===== config.mk =====
export PLATFORM = sky130hd
export DESIGN_NAME = rename_status_table
export DESIGN_NICKNAME = d
export VERILOG_FILES = /design/src/rtl/renstat_pkg.sv /design/src/rtl/renstat_ctrl.sv /design/src/rtl/renstat_datapath.sv /design/src/rtl/rename_status_table.sv
export SDC_FILE = /design/constraint.sdc
export NUM_CORES = 2
export LEC_CHECK = 0
export ABC_AREA = 1
export ABC_CLOCK_PERIOD_IN_PS = 2500
export BUFFER_PORTS_ARGS = -buffer_cell sky130_fd_sc_hd__buf_2
export CAP_MARGIN = 5
export CELL_PAD_IN_SITES_DETAIL_PLACEMENT = 0
export CELL_PAD_IN_SITES_GLOBAL_PLACEMENT = 1
export CORE_ASPECT_RATIO = 2
export CORE_MARGIN = 2
export CORE_UTILIZATION = 47
export DETAILED_ROUTE_END_ITERATION = 8
export HOLD_SLACK_MARGIN = 0.06
export PLACE_DENSITY_LB_ADDON = 0.12
export SETUP_SLACK_MARGIN = 0.15
export SLEW_MARGIN = 20
export SYNTH_ARGS = -nofsm -noshare
export SYNTH_HDL_FRONTEND = slang
export SYNTH_HIERARCHICAL = 1
export SYNTH_SLANG_ARGS = --single-unit

===== constraint.sdc =====
create_clock -name clk -period 2.5 [get_ports clk]
set_input_delay 0.25 -clock clk [delete_from_list [all_inputs] [get_ports clk]]
set_output_delay 0.25 -clock clk [all_outputs]
set_load 0.01 [all_outputs]

===== src/rtl/renstat_pkg.sv =====
package renstat_pkg;
  // Strobes from control to datapath, one per kind of update.
  typedef struct packed {
    logic doIssue;     // claim issueDst with issueTag
    logic doCommitVal; // write commitVal into commitDst
    logic doCommitClr; // drop pending flag of commitDst
    logic doFlush;     // clear all pending flags and tags
  } ctrlStrobes_t;
endpackage


===== src/rtl/renstat_ctrl.sv =====
module renstat_ctrl
  import renstat_pkg::*;
#(
  parameter int NUM_REGS = 32,
  parameter int TAG_W    = 4,
  parameter bit ZERO_REG = 1'b1,
  localparam int IDX_W   = $clog2(NUM_REGS)
) (
  input  logic             flush,
  input  logic             issueEn,
  input  logic [IDX_W-1:0] issueDst,
  input  logic             commitEn,
  input  logic [IDX_W-1:0] commitDst,
  input  logic             commitOwner,
  output ctrlStrobes_t     strb
);
  logic issueToZero;
  logic commitToZero;
  logic sameReg;

  always_comb begin
    issueToZero  = ZERO_REG && (issueDst == '0);
    commitToZero = ZERO_REG && (commitDst == '0);
    sameReg      = (issueDst == commitDst);

    strb.doFlush     = flush;
    strb.doIssue     = issueEn && !flush && !issueToZero;
    strb.doCommitVal = commitEn && !commitToZero;
    // A claim on the same register in this cycle outranks the clear.
    strb.doCommitClr = commitEn && !commitToZero && !flush && commitOwner
                       && !(strb.doIssue && sameReg);
  end
endmodule


===== src/rtl/renstat_datapath.sv =====
module renstat_datapath
  import renstat_pkg::*;
#(
  parameter int NUM_REGS = 32,
  parameter int DATA_W   = 32,
  parameter int TAG_W    = 4,
  parameter bit ZERO_REG = 1'b1,
  localparam int IDX_W   = $clog2(NUM_REGS)
) (
  input  logic              clk,
  input  logic              rst_n,
  input  ctrlStrobes_t      strb,
  input  logic [IDX_W-1:0]  issueDst,
  input  logic [TAG_W-1:0]  issueTag,
  input  logic [IDX_W-1:0]  commitDst,
  input  logic [TAG_W-1:0]  commitTag,
  input  logic [DATA_W-1:0] commitVal,
  input  logic [IDX_W-1:0]  src1Idx,
  input  logic [IDX_W-1:0]  src2Idx,
  output logic [DATA_W-1:0] src1Val,
  output logic              src1Busy,
  output logic [TAG_W-1:0]  src1Tag,
  output logic [DATA_W-1:0] src2Val,
  output logic              src2Busy,
  output logic [TAG_W-1:0]  src2Tag,
  output logic              commitOwner
);
  logic [DATA_W-1:0] valArr  [NUM_REGS];
  logic              busyArr [NUM_REGS];
  logic [TAG_W-1:0]  tagArr  [NUM_REGS];

  for (genvar r = 0; r < NUM_REGS; r++) begin : gCell
    if (ZERO_REG && r == 0) begin : gZero
      assign valArr[r]  = '0;
      assign busyArr[r] = 1'b0;
      assign tagArr[r]  = '0;
    end else begin : gLive
      logic [DATA_W-1:0] valQ;
      logic              busyQ;
      logic [TAG_W-1:0]  tagQ;
      logic              hitIssue;
      logic              hitCommit;

      assign hitIssue  = strb.doIssue && (issueDst == IDX_W'(r));
      assign hitCommit = (commitDst == IDX_W'(r));

      always_ff @(posedge clk or negedge rst_n) begin
        if (!rst_n) begin
          valQ <= '0;
        end else if (strb.doCommitVal && hitCommit) begin
          valQ <= commitVal;
        end
      end

      always_ff @(posedge clk or negedge rst_n) begin
        if (!rst_n) begin
          busyQ <= 1'b0;
          tagQ  <= '0;
        end else if (strb.doFlush) begin
          busyQ <= 1'b0;
          tagQ  <= '0;
        end else if (hitIssue) begin
          busyQ <= 1'b1;
          tagQ  <= issueTag;
        end else if (strb.doCommitClr && hitCommit) begin
          busyQ <= 1'b0;
        end
      end

      assign valArr[r]  = valQ;
      assign busyArr[r] = busyQ;
      assign tagArr[r]  = tagQ;
    end
  end

  always_comb begin
    src1Val     = valArr[src1Idx];
    src1Busy    = busyArr[src1Idx];
    src1Tag     = tagArr[src1Idx];
    src2Val     = valArr[src2Idx];
    src2Busy    = busyArr[src2Idx];
    src2Tag     = tagArr[src2Idx];
    commitOwner = busyArr[commitDst] && (tagArr[commitDst] == commitTag);
  end
endmodule


===== src/rtl/rename_status_table.sv =====
module rename_status_table
  import renstat_pkg::*;
#(
  parameter int NUM_REGS = 32,
  parameter int DATA_W   = 32,
  parameter int TAG_W    = 4,
  parameter bit ZERO_REG = 1'b1,
  localparam int IDX_W   = $clog2(NUM_REGS)
) (
  input  logic              clk,
  input  logic              rst_n,
  input  logic              flush,
  input  logic              issueEn,
  input  logic [IDX_W-1:0]  issueDst,
  input  logic [TAG_W-1:0]  issueTag,
  input  logic              commitEn,
  input  logic [IDX_W-1:0]  commitDst,
  input  logic [TAG_W-1:0]  commitTag,
  input  logic [DATA_W-1:0] commitVal,
  input  logic [IDX_W-1:0]  src1Idx,
  output logic [DATA_W-1:0] src1Val,
  output logic              src1Busy,
  output logic [TAG_W-1:0]  src1Tag,
  input  logic [IDX_W-1:0]  src2Idx,
  output logic [DATA_W-1:0] src2Val,
  output logic              src2Busy,
  output logic [TAG_W-1:0]  src2Tag
);
  ctrlStrobes_t strb;
  logic         commitOwner;

  renstat_ctrl #(
    .NUM_REGS(NUM_REGS), .TAG_W(TAG_W), .ZERO_REG(ZERO_REG)
  ) u_ctrl (
    .flush(flush), .issueEn(issueEn), .issueDst(issueDst),
    .commitEn(commitEn), .commitDst(commitDst),
    .commitOwner(commitOwner), .strb(strb)
  );

  renstat_datapath #(
    .NUM_REGS(NUM_REGS), .DATA_W(DATA_W), .TAG_W(TAG_W), .ZERO_REG(ZERO_REG)
  ) u_dp (
    .clk(clk), .rst_n(rst_n), .strb(strb),
    .issueDst(issueDst), .issueTag(issueTag),
    .commitDst(commitDst), .commitTag(commitTag), .commitVal(commitVal),
    .src1Idx(src1Idx), .src2Idx(src2Idx),
    .src1Val(src1Val), .src1Busy(src1Busy), .src1Tag(src1Tag),
    .src2Val(src2Val), .src2Busy(src2Busy), .src2Tag(src2Tag),
    .commitOwner(commitOwner)
  );
endmodule


==> After elaboration in Yosys (flattened, before gate mapping) <==
Cells that the tools add are included.
{ "totals": {"ff_bits": 1147, "latchBits": 0, "mem_bits_rw": 0, "rom_bits": 0, "wordCells": 511, "mem_count": 0} }
{ "op_classes": {"addsub": 0, "multipliers": 0, "n_div": 0, "order_cmp": 3, "eq_ne": 64, "n_shift": 0, "muxes": 179, "bitwise_logic": 3, "reduce_logical": 169} }
{ "ops": {"columns": ["op", "n"], "rows": [
  ["binary-select mux 32 bit (select 5 bit)", 2],
  ["2-to-1 mux 4 bit", 68],
  ["== test 5 bit, second input constant", 32],
  ["2-to-1 mux 32 bit", 4],
  ["logical AND 1 bit", 101],
  ["2-to-1 mux 1 bit", 99],
  ["nonzero test 3 bit", 31],
  ["== test 5 x 4 -> 1 bit, second input constant", 16],
  ["nonzero test 2 bit", 31],
  ["binary-select mux 4 bit (select 5 bit)", 3],
  ["== test 5 x 3 -> 1 bit, second input constant", 8],
  ["== test 5 x 2 -> 1 bit, second input constant", 4],
  ["greater-or-equal comparator 6 bit, second input constant", 3],
  ["inverter 5 -> 6 bit", 3],
  ["binary-select mux 1 bit (select 5 bit)", 3],
  ["== test 5 x 1 -> 1 bit, second input constant", 2],
  ["logical NOT 5 bit", 2],
  ["== test 5 bit", 1],
  ["== test 4 bit", 1],
  ["logical NOT 1 bit", 4]
]} }

==> Depth between registers and ports, before layout <==
{ "logic_depth": {"word_depth": 12, "ltp_mapped": 23} }

==> Hierarchy <==
The synthesis kept the hierarchy.
{ "modules_own_cells": {"columns": ["module", "instances", "cells_each", "area_per_inst_um2", "seq_area_each_um2"], "rows": [
  ["renstat_datapath", 1, 8605, 62751.4, 28702.5],
  ["renstat_ctrl", 1, 37, 157.7, 0.0]
]} }

==> Least setup slack after synthesis <==
Ideal clock, no wire load.
{ "synth_timing": {"kind": "in2reg", "startpoint": "in commitDst[0]", "endpoint": "reg u_dp.gCell[15].gLive.busyQ", "setup_time_ns": 0.132, "arrival_ns": 2.315, "slack_ns": 0.053, "path_stages": 21, "path_buffers": 4, "cell_sequence": "buf_2 > buf_2 > buf_2 > o21ai_0 > nand2_1 > nand2_1 > nand2_1 > nand2_1 > nor2_1 > nand2_1 > nand3_1 > nand2_1 > nor2_1 > nand2_1 > nor2_1 > nand4_1 > nor2_1 > buf_1 > nand3_1 > a21oi_1 > nor2_1"} }
{ "synth_rtl": {"columns": ["element", "line_no", "source"], "rows": [
  ["from (decl)", "rename_status_table.sv:17", "input logic [IDX_W-1:0] commitDst,"],
  ["to (signal assigned)", "renstat_datapath.sv:57", "busyQ <= 1'b0;"],
  ["to (signal assigned)", "renstat_datapath.sv:60", "busyQ <= 1'b0;"],
  ["to (signal assigned)", "renstat_datapath.sv:63", "busyQ <= 1'b1;"],
  ["to (decl)", "renstat_datapath.sv:39", "logic busyQ;"]
]} }

==> Final worst setup path <==
{ "layout_timing": {"startpoint": "reg u_dp.gCell[23].gLive.tagQ[0]", "endpoint": "out src1Tag[0]"} }
{ "layout_between": {"elab_chain_cells": 3} }
{ "layout_rtl": {"columns": ["element", "line_no", "source"], "rows": [
  ["from (decl)", "renstat_datapath.sv:40", "logic [TAG_W-1:0] tagQ;"],
  ["from (signal assigned)", "renstat_datapath.sv:64", "tagQ <= issueTag;"],
  ["binary-select mux 4 bit (select 5 bit)", "renstat_datapath.sv:79", "src1Tag = tagArr[src1Idx];"],
  ["2-to-1 mux 4 bit (not written as such) (2 in a row)", "renstat_datapath.sv:79", null],
  ["to (decl)", "rename_status_table.sv:23", "output logic [TAG_W-1:0] src1Tag,"]
]} }
No other way between the ends. The select of a mux whose other input is x is not followed.

==> results.toml <==
[run_status]
outcome = "finished, violations left"
violations = "setup timing"

[yosys]
synth_cell_types = 29
synth-seq-cells = 1147
syn_area_per_cell_sq_um = 7.28
yosysWarningCount = 6
synth-adder-area-share = 0
synth_nets = 8707
async_flop_share = 1.00
synth_area_sq_um = 62900
synthMuxAreaShare = 0.000179
synthCells = 8642
synth_edf_count = 0
synthXorXnorAreaFrac = 0.000139
synth_compound_area_frac = 0.277
synth_top_family_by_area = "compound AO/OA/AOI/OAI gates"
seq_area_frac_synth = 0.456
synthFlopType = "dfrtp_1"
synthSimpleGateAreaFrac = 0.192

[place]
port_buffers = 138
place_congestion = 0.985
dpl_cell_area_sq_um = 70400
hpwl_um = 189000
dpl.cell_count = 10400

[pwr]
p_comb_frac = 0.225
clkPwrFrac = 0.337
ir_drop_mv = 0.657
leakagePower_nw = 34.6
sw_frac_of_total = 0.326
pwr-share-seq = 0.438
total_power_mw = 55.4
power_density_nw_per_um2 = 707
p_int_mw = 37.3
switching_power_mw = 18.0

[sta]
relSlewSlack = 0.330
timing_hold_violations_final = 0
rsz0062_at_grt = "yes"
setup_ws_ps = -136
fmax_ghz = 0.379
layout_min_cycle_time_ps = 2640
setup_viol = 16
worst_hold_slack_ps = 97.4
worst_pin_slew_ps = 1000
period_share = 1.05
skew_ps = 37.2
slew_viol_final = 0

[global_route]
globalRouteTotalUtil = 0.419
antenna_found_initial = 2
overflow = 0
grt_max_degree = 94
grt_pass1_vias = 64900
grt_pass1_wl_um = 430000

[route]
routedWlPerCell_um = 27.3
via_per_inst = 6.28
first_iter_violations = 7189
routed_wl_um = 294000
drcViolationCount = 0
vias = 67500
first_pass_iters = 6
ant_nets = 0

[cells_and_area]
syn2layout_area_growth_pct = 24.4
final_common_cell = "nand2_1"
fin_cells = 10800
final_nets = 9010
drive_above_1_share = 0.185
post-route-util = 0.590
final_area_sq_um = 78300
final_cell_mix = "nand2_1 (1,959), o21ai_0 (1,627), dfrtp_1 (1,147)"

[worst_setup_path]
path_common_cell = "a21oi_2"
endpoint_kind = "output port"
crit_path_start_kind = "flip-flop"
critPathTopFamily = "buffers and inverters"
worstPathRequired_ps = 2250
critPathBufInv = 3
critPathKind = "reg2out"
max_stage_delay_ps = 420
worstPathMaxFanout = 3
arrival_ps = 2390
slowest_stage = "dfrtp_1"
cp_cell_sequence = "buf_6, a21oi_2, o21ai_1, o211ai_1, a21oi_2, buf_4, nor3_4, a31oi_1, buf_2"

[floorplanning]
start_util = 0.474
num_rows = 189
dieHeight_um = 521
die_w_um = 263
core_sq_um = 133000
ios = 139
dieArea_sq_um = 137000

[clock_tree]
cts-root-buf = "clkbuf_16"
clock-sinks = 1147
cts.clk_slew.worst_paths_ps = 60
cts_buffer_depth = 3
numCtsBuffers = 112
cts_tree = "yes"
clkLatencyLatePin_ps = 750
h-tree-depth = 3

[min_path]
min_path_type = "in2reg"

[job]
drv_cap = 0
## layer usage
layer	vias up	wire (um)	GRT usage
met5	-	12	0
met4	2	23700	0.300
met3	1039	24000	0.0598
met2	3855	139000	0.694
met1	32700	106000	0.502
li1	29900	-	-
## flip-flops by register name (all words and copies together), names as in the netlist
| register | flops |
|---|---|
| u_dp/gCell.gLive.valQ | 992 |
| u_dp/gCell.gLive.busyQ | 31 |
| u_dp/gCell.gLive.tagQ | 124 |
## layout make-up
cell class / instances / area, sq um
fill: 12500 / 54400
clock inverter: 47 / 629
timing repair buffer: 983 / 10100
inverter: 409 / 1600
sequential: 1147 / 28700
clock buffer: 163 / 3340
multi-input combinational: 6292 / 31800
antenna: 2 / 5.00
tap: 1719 / 2150
## cells in the mapped netlist, drive strengths merged (10+ instances only)
cell type / instances / area [sq um]
o41ai: 18 / 158
nand2: 2029 / 7620
o211ai: 210 / 1580
a22oi: 71 / 533
nand4: 10 / 62.6
nor2: 699 / 2650
nor3: 56 / 280
dfrtp: 1147 / 28700
buf: 184 / 858
o221ai: 62 / 543
nand3: 281 / 1470
o22ai: 200 / 1250
a21oi: 672 / 3360
inv: 402 / 1510
a31oi: 44 / 275
o21ai: 1932 / 9670
clkbuf: 610 / 2290
## power by group through the flow
stage | logic [mW] | clock network, mW | registers [mW]
after floorplan | 6.64 | 0 | 23.7
after global placement | 10.7 | 0 | 24.4
after detailed placement | 10.9 | 0 | 24.5
after CTS | 11.6 | 18.9 | 24.1
after global routing | 13.7 | 19.5 | 24.6
final | 12.5 | 18.6 | 24.2
## timing repair
| item | 4_1_cts | 5_1_grt |
|---|---|---|
| buffers inserted | 64 | 75 |
| cloned | 3 | 1 |
| hold endpoints to repair | 598 | 0 |
| endpoints found under the setup margin | 102 | 105 |
| gates resized for setup | 434 | 458 |
| pin swaps | 284 | 412 |
| hold buffers | 24 | 0 |
## worst paths after layout
path                                                                   to  cells after the start                                 startpoint  slack (ps)
worst max-delay path                                           src1Tag[0]                      9   u_dp/gCell[23].gLive.tagQ[0]$_DFFE_PN0P_        -140
worst min-delay path                u_dp/gCell[6].gLive.busyQ$_DFFE_PN0P_                      5                                issueDst[2]         100
worst max register to register      u_dp/gCell[1].gLive.busyQ$_DFFE_PN0P_                     20   u_dp/gCell[10].gLive.tagQ[1]$_DFFE_PN0P_         -40
worst min register to register  u_dp/gCell[12].gLive.valQ[29]$_DFFE_PN0P_                      2  u_dp/gCell[12].gLive.valQ[29]$_DFFE_PN0P_         480
max in group asynchronous       u_dp/gCell[31].gLive.valQ[28]$_DFFE_PN0P_                      4                                      rst_n        1340
min in group asynchronous         u_dp/gCell[8].gLive.valQ[3]$_DFFE_PN0P_                      2                                      rst_n         130
## worst min-delay path, cell delays in order
cell and delay, ps:
buf_2 150, nand2_1 170, nor2_1 90, nand2_1 90
a21oi_1 60
## kinds of logic after synthesis
family                    after synthesis
AOI/OAI and AO/OA                    3214
xor gates and xnor gates                1
buffers and inverters                1203
and+or+nand+nor                      3076
muxes                                   1
DFF                                  1147
## through the flow
step	setup TNS [ps]	setup slack [ps]
2_1_floorplan	0	170
3_3_place_gp	-16550	-605
3_5_place_dp	-16450	-585
4_1_cts	-1220	-155
5_1_grt	-5880	-204
6_report	-702	-136
(Power assumes the default switching activity.)
